### config.mk
export PLATFORM = sky130hd
export DESIGN_NAME = iobus_port_decoder
export DESIGN_NICKNAME = d
export VERILOG_FILES = /design/src/rtl/iopd_pkg.sv /design/src/rtl/iopd_window_match.sv /design/src/rtl/iopd_out_bank.sv /design/src/rtl/iopd_in_sync.sv /design/src/rtl/iobus_port_decoder.sv
export SDC_FILE = /design/constraint.sdc
export NUM_CORES = 1
export LEC_CHECK = 0
export CELL_PAD_IN_SITES_DETAIL_PLACEMENT = 0
export CELL_PAD_IN_SITES_GLOBAL_PLACEMENT = 1
export CORE_MARGIN = 4
export CORE_UTILIZATION = 37
export CTS_CLUSTER_SIZE = 8
export DETAILED_ROUTE_END_ITERATION = 6
export GPL_TIMING_DRIVEN = 1
export MAX_ROUTING_LAYER = met4
export PLACE_DENSITY_LB_ADDON = 0.1
export RECOVER_POWER = 100
export SYNTH_ARGS = -nofsm -noshare
export SYNTH_HDL_FRONTEND = slang
export SYNTH_HIERARCHICAL = 1
export SYNTH_SLANG_ARGS = --single-unit
### constraint.sdc
create_clock -name clk -period 1.64 [get_ports clk]
set_input_delay 0.164 -clock clk [delete_from_list [all_inputs] [get_ports clk]]
set_output_delay 0.164 -clock clk [all_outputs]
set_load 0.005 [all_outputs]
### src/rtl/iopd_pkg.sv
package iopd_pkg;
  localparam int ADDR_W  = 16;
  localparam int SW_W    = 6;
  localparam int WIN_LG2 = 3;
  localparam int BYTE_W  = 8;
  localparam int GROUP_W = 16;
  localparam int NPORT   = (2 * GROUP_W) / BYTE_W;

  typedef enum logic [1:0] {
    PORT_ISO_LO = 2'd0,
    PORT_ISO_HI = 2'd1,
    PORT_GP_LO  = 2'd2,
    PORT_GP_HI  = 2'd3
  } port_sel_e;
endpackage

### src/rtl/iopd_window_match.sv
module iopd_window_match #(
  parameter int ADDR_W  = 16,
  parameter int SW_W    = 6,
  parameter int WIN_LG2 = 3
) (
  input  logic [ADDR_W-1:0]  addr,
  input  logic [SW_W-1:0]    sw,
  input  logic               aen,
  output logic               hit,
  output logic [WIN_LG2-1:0] offset
);
  localparam int TOP_BIT = WIN_LG2 + SW_W;
  localparam int HI_W    = ADDR_W - TOP_BIT - 1;

  logic base_eq;
  logic upper_ok;

  always_comb begin
    base_eq  = (addr[TOP_BIT-1:WIN_LG2] == sw);
    upper_ok = addr[TOP_BIT] && (addr[ADDR_W-1:TOP_BIT+1] == {HI_W{1'b0}});
    hit      = base_eq && upper_ok && !aen;
    offset   = addr[WIN_LG2-1:0];
  end
endmodule

### src/rtl/iopd_out_bank.sv
module iopd_out_bank #(
  parameter int NPORT  = 4,
  parameter int BYTE_W = 8,
  parameter int IDX_W  = 2
) (
  input  logic                    clk,
  input  logic                    rst_n,
  input  logic                    we,
  input  logic [IDX_W-1:0]        idx,
  input  logic [BYTE_W-1:0]       wdata,
  output logic [NPORT*BYTE_W-1:0] q
);
  for (genvar p = 0; p < NPORT; p++) begin : g_port
    always_ff @(posedge clk or negedge rst_n) begin
      if (!rst_n) begin
        q[p*BYTE_W +: BYTE_W] <= '0;
      end else if (we && (idx == IDX_W'(p))) begin
        q[p*BYTE_W +: BYTE_W] <= wdata;
      end
    end
  end
endmodule

### src/rtl/iopd_in_sync.sv
module iopd_in_sync #(
  parameter int W      = 32,
  parameter int STAGES = 2
) (
  input  logic         clk,
  input  logic         rst_n,
  input  logic [W-1:0] d,
  output logic [W-1:0] q
);
  logic [W-1:0] stage [STAGES];

  always_ff @(posedge clk or negedge rst_n) begin
    if (!rst_n) begin
      for (int s = 0; s < STAGES; s++) stage[s] <= '0;
    end else begin
      stage[0] <= d;
      for (int s = 1; s < STAGES; s++) stage[s] <= stage[s-1];
    end
  end

  assign q = stage[STAGES-1];
endmodule

### src/rtl/iobus_port_decoder.sv
module iobus_port_decoder
  import iopd_pkg::*;
#(
  parameter int P_ADDR_W  = ADDR_W,
  parameter int P_SW_W    = SW_W,
  parameter int P_GROUP_W = GROUP_W
) (
  input  logic                  clk,
  input  logic                  rst_n,
  input  logic [P_ADDR_W-1:0]   bus_addr,
  input  logic                  bus_aen,
  input  logic                  bus_rd,
  input  logic                  bus_wr,
  input  logic [BYTE_W-1:0]     bus_wdata,
  input  logic [P_SW_W-1:0]     sw_base,
  output logic [BYTE_W-1:0]     bus_rdata,
  output logic                  bus_rdata_oe,
  output logic                  tmr_cs,
  output logic [WIN_LG2-2:0]    tmr_sub,
  input  logic [P_GROUP_W-1:0]  iso_in,
  input  logic [P_GROUP_W-1:0]  gp_in,
  output logic [P_GROUP_W-1:0]  iso_out,
  output logic [P_GROUP_W-1:0]  gp_out
);
  localparam int L_NPORT = (2 * P_GROUP_W) / BYTE_W;
  localparam int IDX_W   = WIN_LG2 - 1;
  localparam int ALL_W   = 2 * P_GROUP_W;

  logic               hit;
  logic [WIN_LG2-1:0] offset;
  logic               port_half;
  logic               tmr_half;
  logic [IDX_W-1:0]   port_idx;
  logic               port_we;
  logic [ALL_W-1:0]   latch_q;
  logic [ALL_W-1:0]   pins_raw;
  logic [ALL_W-1:0]   pins_sync;

  iopd_window_match #(
    .ADDR_W (P_ADDR_W),
    .SW_W   (P_SW_W),
    .WIN_LG2(WIN_LG2)
  ) match_i (
    .addr  (bus_addr),
    .sw    (sw_base),
    .aen   (bus_aen),
    .hit   (hit),
    .offset(offset)
  );

  always_comb begin
    port_half = hit && !offset[WIN_LG2-1];
    tmr_half  = hit &&  offset[WIN_LG2-1];
    port_idx  = offset[IDX_W-1:0];
    port_we   = port_half && bus_wr;
  end

  iopd_out_bank #(
    .NPORT (L_NPORT),
    .BYTE_W(BYTE_W),
    .IDX_W (IDX_W)
  ) bank_i (
    .clk  (clk),
    .rst_n(rst_n),
    .we   (port_we),
    .idx  (port_idx),
    .wdata(bus_wdata),
    .q    (latch_q)
  );

  assign iso_out  = latch_q[P_GROUP_W-1:0];
  assign gp_out   = latch_q[ALL_W-1:P_GROUP_W];
  assign pins_raw = {gp_in, iso_in};

  iopd_in_sync #(
    .W     (ALL_W),
    .STAGES(2)
  ) sync_i (
    .clk  (clk),
    .rst_n(rst_n),
    .d    (pins_raw),
    .q    (pins_sync)
  );

  always_comb begin
    bus_rdata_oe = port_half && bus_rd;
    bus_rdata    = '0;
    if (bus_rdata_oe) bus_rdata = pins_sync[port_idx*BYTE_W +: BYTE_W];
    tmr_cs  = tmr_half && (bus_rd || bus_wr);
    tmr_sub = offset[IDX_W-1:0];
  end
endmodule

# After elaboration in Yosys (flattened, before gate mapping)
# Index checks and enable logic that the tools add are counted.
# word_totals
word_cells,29
in_bits,67
reg_bits,96
# op_classes
eq_ne,4
n_reduce_logical,17
n_mux,1
shifts,1
# op_table
cell,count
$shiftx 32x6->8,1
$logic_and 1x1->1,12
$mux 8,1
$eq 6x6->1,1
$logic_not 6->1,1
$eq 2x2->1 const B,2
$eq 2x1->1 const B,1
$logic_not 1->1,2
$logic_not 2->1,1
$logic_or 1x1->1,1

# Longest topological paths before layout
# logic_depth
depth_word,7
mapped_depth,6

# By module
# The synthesis kept the hierarchy.
# modules_own_cells
module,cells_per_inst,area_each_um2,instances
iopd_in_sync,96,1841.8,1
iopd_out_bank,68,1212.4,1
iobus_port_decoder,32,292.8,1
iopd_window_match,14,118.9,1

# Worst setup path before layout
# OpenSTA, ideal clock, no wires.
# synth_timing
kind,input-to-reg
from,input port bus_addr[12]
to,register bank_i.q[0]
arrival_time_ns,1.723
path_stages,6
slack_ns,-0.207
setup_ns,0.125
path_buffers,0
path_cell_list,nor4b_2 -> nand4_1 -> nor2_1 -> and3b_1 -> nor3b_4 -> mux2_2
# synth_between
elab_chain_cells,7
# synth_lines
item,line,text
start: declaration,iobus_port_decoder.sv:10,"input logic [P_ADDR_W-1:0] bus_addr,"
$logic_not 6->1,iopd_window_match.sv:20,upper_ok = addr[TOP_BIT] && (addr[ADDR_W-1:TOP_BIT+1] == {HI_W{1'b0}});
$logic_and 1x1->1,iopd_window_match.sv:20,
$logic_and 1x1->1 (2 in a row),iopd_window_match.sv:21,hit = base_eq && upper_ok && !aen;
named net hit,iobus_port_decoder.sv:29,logic hit;
$logic_and 1x1->1,iobus_port_decoder.sv:52,port_half = hit && !offset[WIN_LG2-1];
$logic_and 1x1->1,iobus_port_decoder.sv:55,port_we = port_half && bus_wr;
named net port_we,iobus_port_decoder.sv:34,logic port_we;
$logic_and 1x1->1,iopd_out_bank.sv:17,end else if (we && (idx == IDX_W'(p))) begin
end signal: indexed assignment,iopd_out_bank.sv:18,q[p*BYTE_W +: BYTE_W] <= wdata;
end: declaration,iopd_out_bank.sv:11,output logic [NPORT*BYTE_W-1:0] q
# The timed path passes the listed nets, and every way through them passes these cells.
# A chain may end at the register's enable or synchronous reset.

# Worst setup path after layout
# layout_timing
from,input port bus_addr[14]
to,register bank_i.q[2]
# Same word-level chain as after synthesis.

==> results by group <==
Cells and area
  – Final Util: 53.31%
  – Area Overhead vs Synth: 41.44%
  – Layout Nets: 380
  – Finished Layout Cells: 430
  – Layout cells sized above 1: 32.39%

Drt
  – Total number of vias: 1921
  – Antenna Nets Post-Route: 0
  – DR iter-0 viols: 62
  – Routed WL per cell: 15.72 µm
  – Pre-antenna DRT Iters: 4
  – Final wirelength: 6.760 mm
  – Post-DR vias/cell: 4.467
  – DRC Markers: 0

Synthesis
  – Net Count, Synth: 277
  – Count of different cell masters after synthesis: 20
  – Synth top area share: 69.31%
  – YS warnings: 6
  – Synth area leaders: dfrtp_1 (69%), mux2_2 (10%), buf_4 (7.6%), mux2i_1 (4.6%), xnor2_1 (1.5%)
  – Synth Instances: 210
  – Sequential area share after synthesis: 69.31%
  – Mapped Avg Cell Area: 16.50 µm²
  – Post-Synthesis Cell Area: 3466 µm²
  – Post-synth top area cell: dfrtp_1
  – #FFs+latches synth: 96

Die
  – I/O pins: 111
  – Die W: 104.8 µm
  – Die Area: 10980 µm²
  – Row count: 35
  – Die Y: 104.8 µm
  – Starting Density: 37.69%
  – Core ar.: 9196 µm²

Placed design
  – PortBufs: 110
  – Final HPWL DP: 4.796 mm
  – RePlAce Congestion: 0.7253
  – Placed insts: 406

Timing
  – Slew Limit Fails: 0
  – Post-route minimum period: 1.626 ns
  – WHS: 0.3489 ns
  – Setup-failing EPs final: 0
  – RSZ-0062 raised after global routing: yes
  – Setup_tns: 0 ns
  – Tcrit/Tclk final: 99.17%
  – Clk_skew: 0.008545 ns
  – Final Hold Viols: 0
  – Maximum clock rate: 0.6149 GHz
  – Slew @ Worst Pin: 0.8934 ns
  – Slew headroom: 40.44%

CTS
  – Root Driver: clkbuf_8
  – Total CTS buffers: 9
  – Latest clock arrival within the worst-skew pair: 0.35 ns
  – TritonCTS clock tree: yes
  – CTS sink cnt: 96
  – Maximum clock path buffer count: 2
  – H-tree lvl count: 3
  – Reg clk slew, reported paths: 0.09 ns

Min path
  – Worst Hold Class: flop to flop
  – Hold_sp: sync_i/stage[43]

Pwr
  – Pwr/cell area: 883.5 nW/µm²
  – Worst VDD drop: 0.0005246 V
  – Pleak: 0.002379 µW

Worst setup path
  – Crit. End Element: flop
  – CP arrival: 1.86 ns
  – R2r startpoint: bank_i/q[21]
  – Startpoint Class: input pin
  – CP Class: input pin to flop
  – Critical-path maximum fanout: 8
  – Crit. Startpoint: bus_addr[14]
  – Crit path required time: 1.87 ns

GRT
  – Total gr overflow: 0
  – Antenna violations before repair: 1
  – Tot GR Track Use: 13.27%
  – Largest net degree at the start of global routing: 37
  – First-pass GRT wire length: 10.83 mm
  – Vias in the first global route: 2030

Run status
  – Status: finished clean

Flow run
  – Max-cap violations: 0
## what timing repair did
action                                  CTS  global route
pin swaps                                18            10
hold endpoints to repair                 34             0
endpoints found under the setup margin   43            28
gates cloned                              0             0
hold buffers                              1             0
resized for setup                        96            22
buffers inserted                          6             0
## where the power goes
part	internal (µW)	switching, µW
clock network	736	826
registers	2440	21.8
logic	177	127
total	3360	975
## registers in the layout, summed over array words and instances, names as in the netlist
register and count:
sync_i/stage 32, bank_i/q 32, sync_i/q 32
## kinds of logic after synthesis
group,Yosys count,synth area share [%]
xor gates and xnor gates,6,1.516
AOI/OAI and AO/OA,9,1.733
muxes,48,15.02
DFF,96,69.31
buffers and inverters,38,8.592
and+or+nand+nor,13,3.827
## final timing paths
kind                                    end  slack, ns  cells after the start
max                             bank_i/q[2]       0.01                      9
min                            sync_i/q[11]       0.35                      0
max reg2reg                    bank_i/q[21]       0.86                      1
min reg2reg                    sync_i/q[11]       0.35                      0
max in group asynchronous  sync_i/stage[42]       0.24                      3
min in group asynchronous      sync_i/q[18]       0.46                      2
## critical path, stage by stage
cell,delay (ns)
buf_6,0.10
nor4_4,0.25
nand4_1,0.14
nor2_2,0.15
buf_4,0.13
and3b_2,0.21
nor3b_4,0.23
buf_12,0.18
mux2_4,0.31
## layout make-up
cell class,instances,area [µm²]
fill,810,4294
clock buffer,9,123.9
antenna,1,2.502
clock inverter,7,88.84
timing repair buffer,130,1241
sequential,96,2402
tap,111,138.9
multi-input combinational,76,904.6
## metrics by stage
step / total power (µW) / cell area (µm²) / worst slack, ns
floorplan: 2632 / 3470 / -0.1236
global placement: 2823 / 4582 / -0.7756
detailed placement: 2827 / 4582 / -0.7617
CTS: 4419 / 4876 / -0.002496
global route: 4536 / 4902 / -0.03124
finish: 4331 / 4902 / 0.01367
## cell usage in the layout (no fill, tap or decap), types with 2 or more instances in the layout
cell type and n:
mux2_2 24, nand4_1 2, dfrtp_1 96, dlygate4sd2_1 2, o22ai_2 6, xnor2_1 6
buf_6 4, buf_12 4, mux2_4 8, mux2i_1 13, clkbuf_8 9, clkdlybuf4s50_1 14
buf_2 11, clkdlybuf4s15_1 11, dlygate4sd3_1 65, clkbuf_2 4, mux2i_4 2, buf_4 13
nand3b_2 2, clkinv_4 2
## synth_stat cells (all sizes together)
library cell  count
nor4              1
nand3b            2
nand3             1
buf              37
nand4bb           1
clkbuf            1
nand4             2
mux2             32
nor3b             1
nor2              1
o211a             1
xnor2             6
and3b             2
dfrtp            96
mux2i            16
o22ai             8
nand4b            1
nor4b             1
## per-layer routing
metal | global-route usage, % | vias up | routed length, µm
met3 | 5.250 | 6 | 524
met1 | 17.41 | 945 | 3025
li1 | - | 893 | -
met4 | 3.655 | 0 | 52
met2 | 19.25 | 77 | 3157
met5 | - | - | 0
Power figures use the tool's default switching activity.
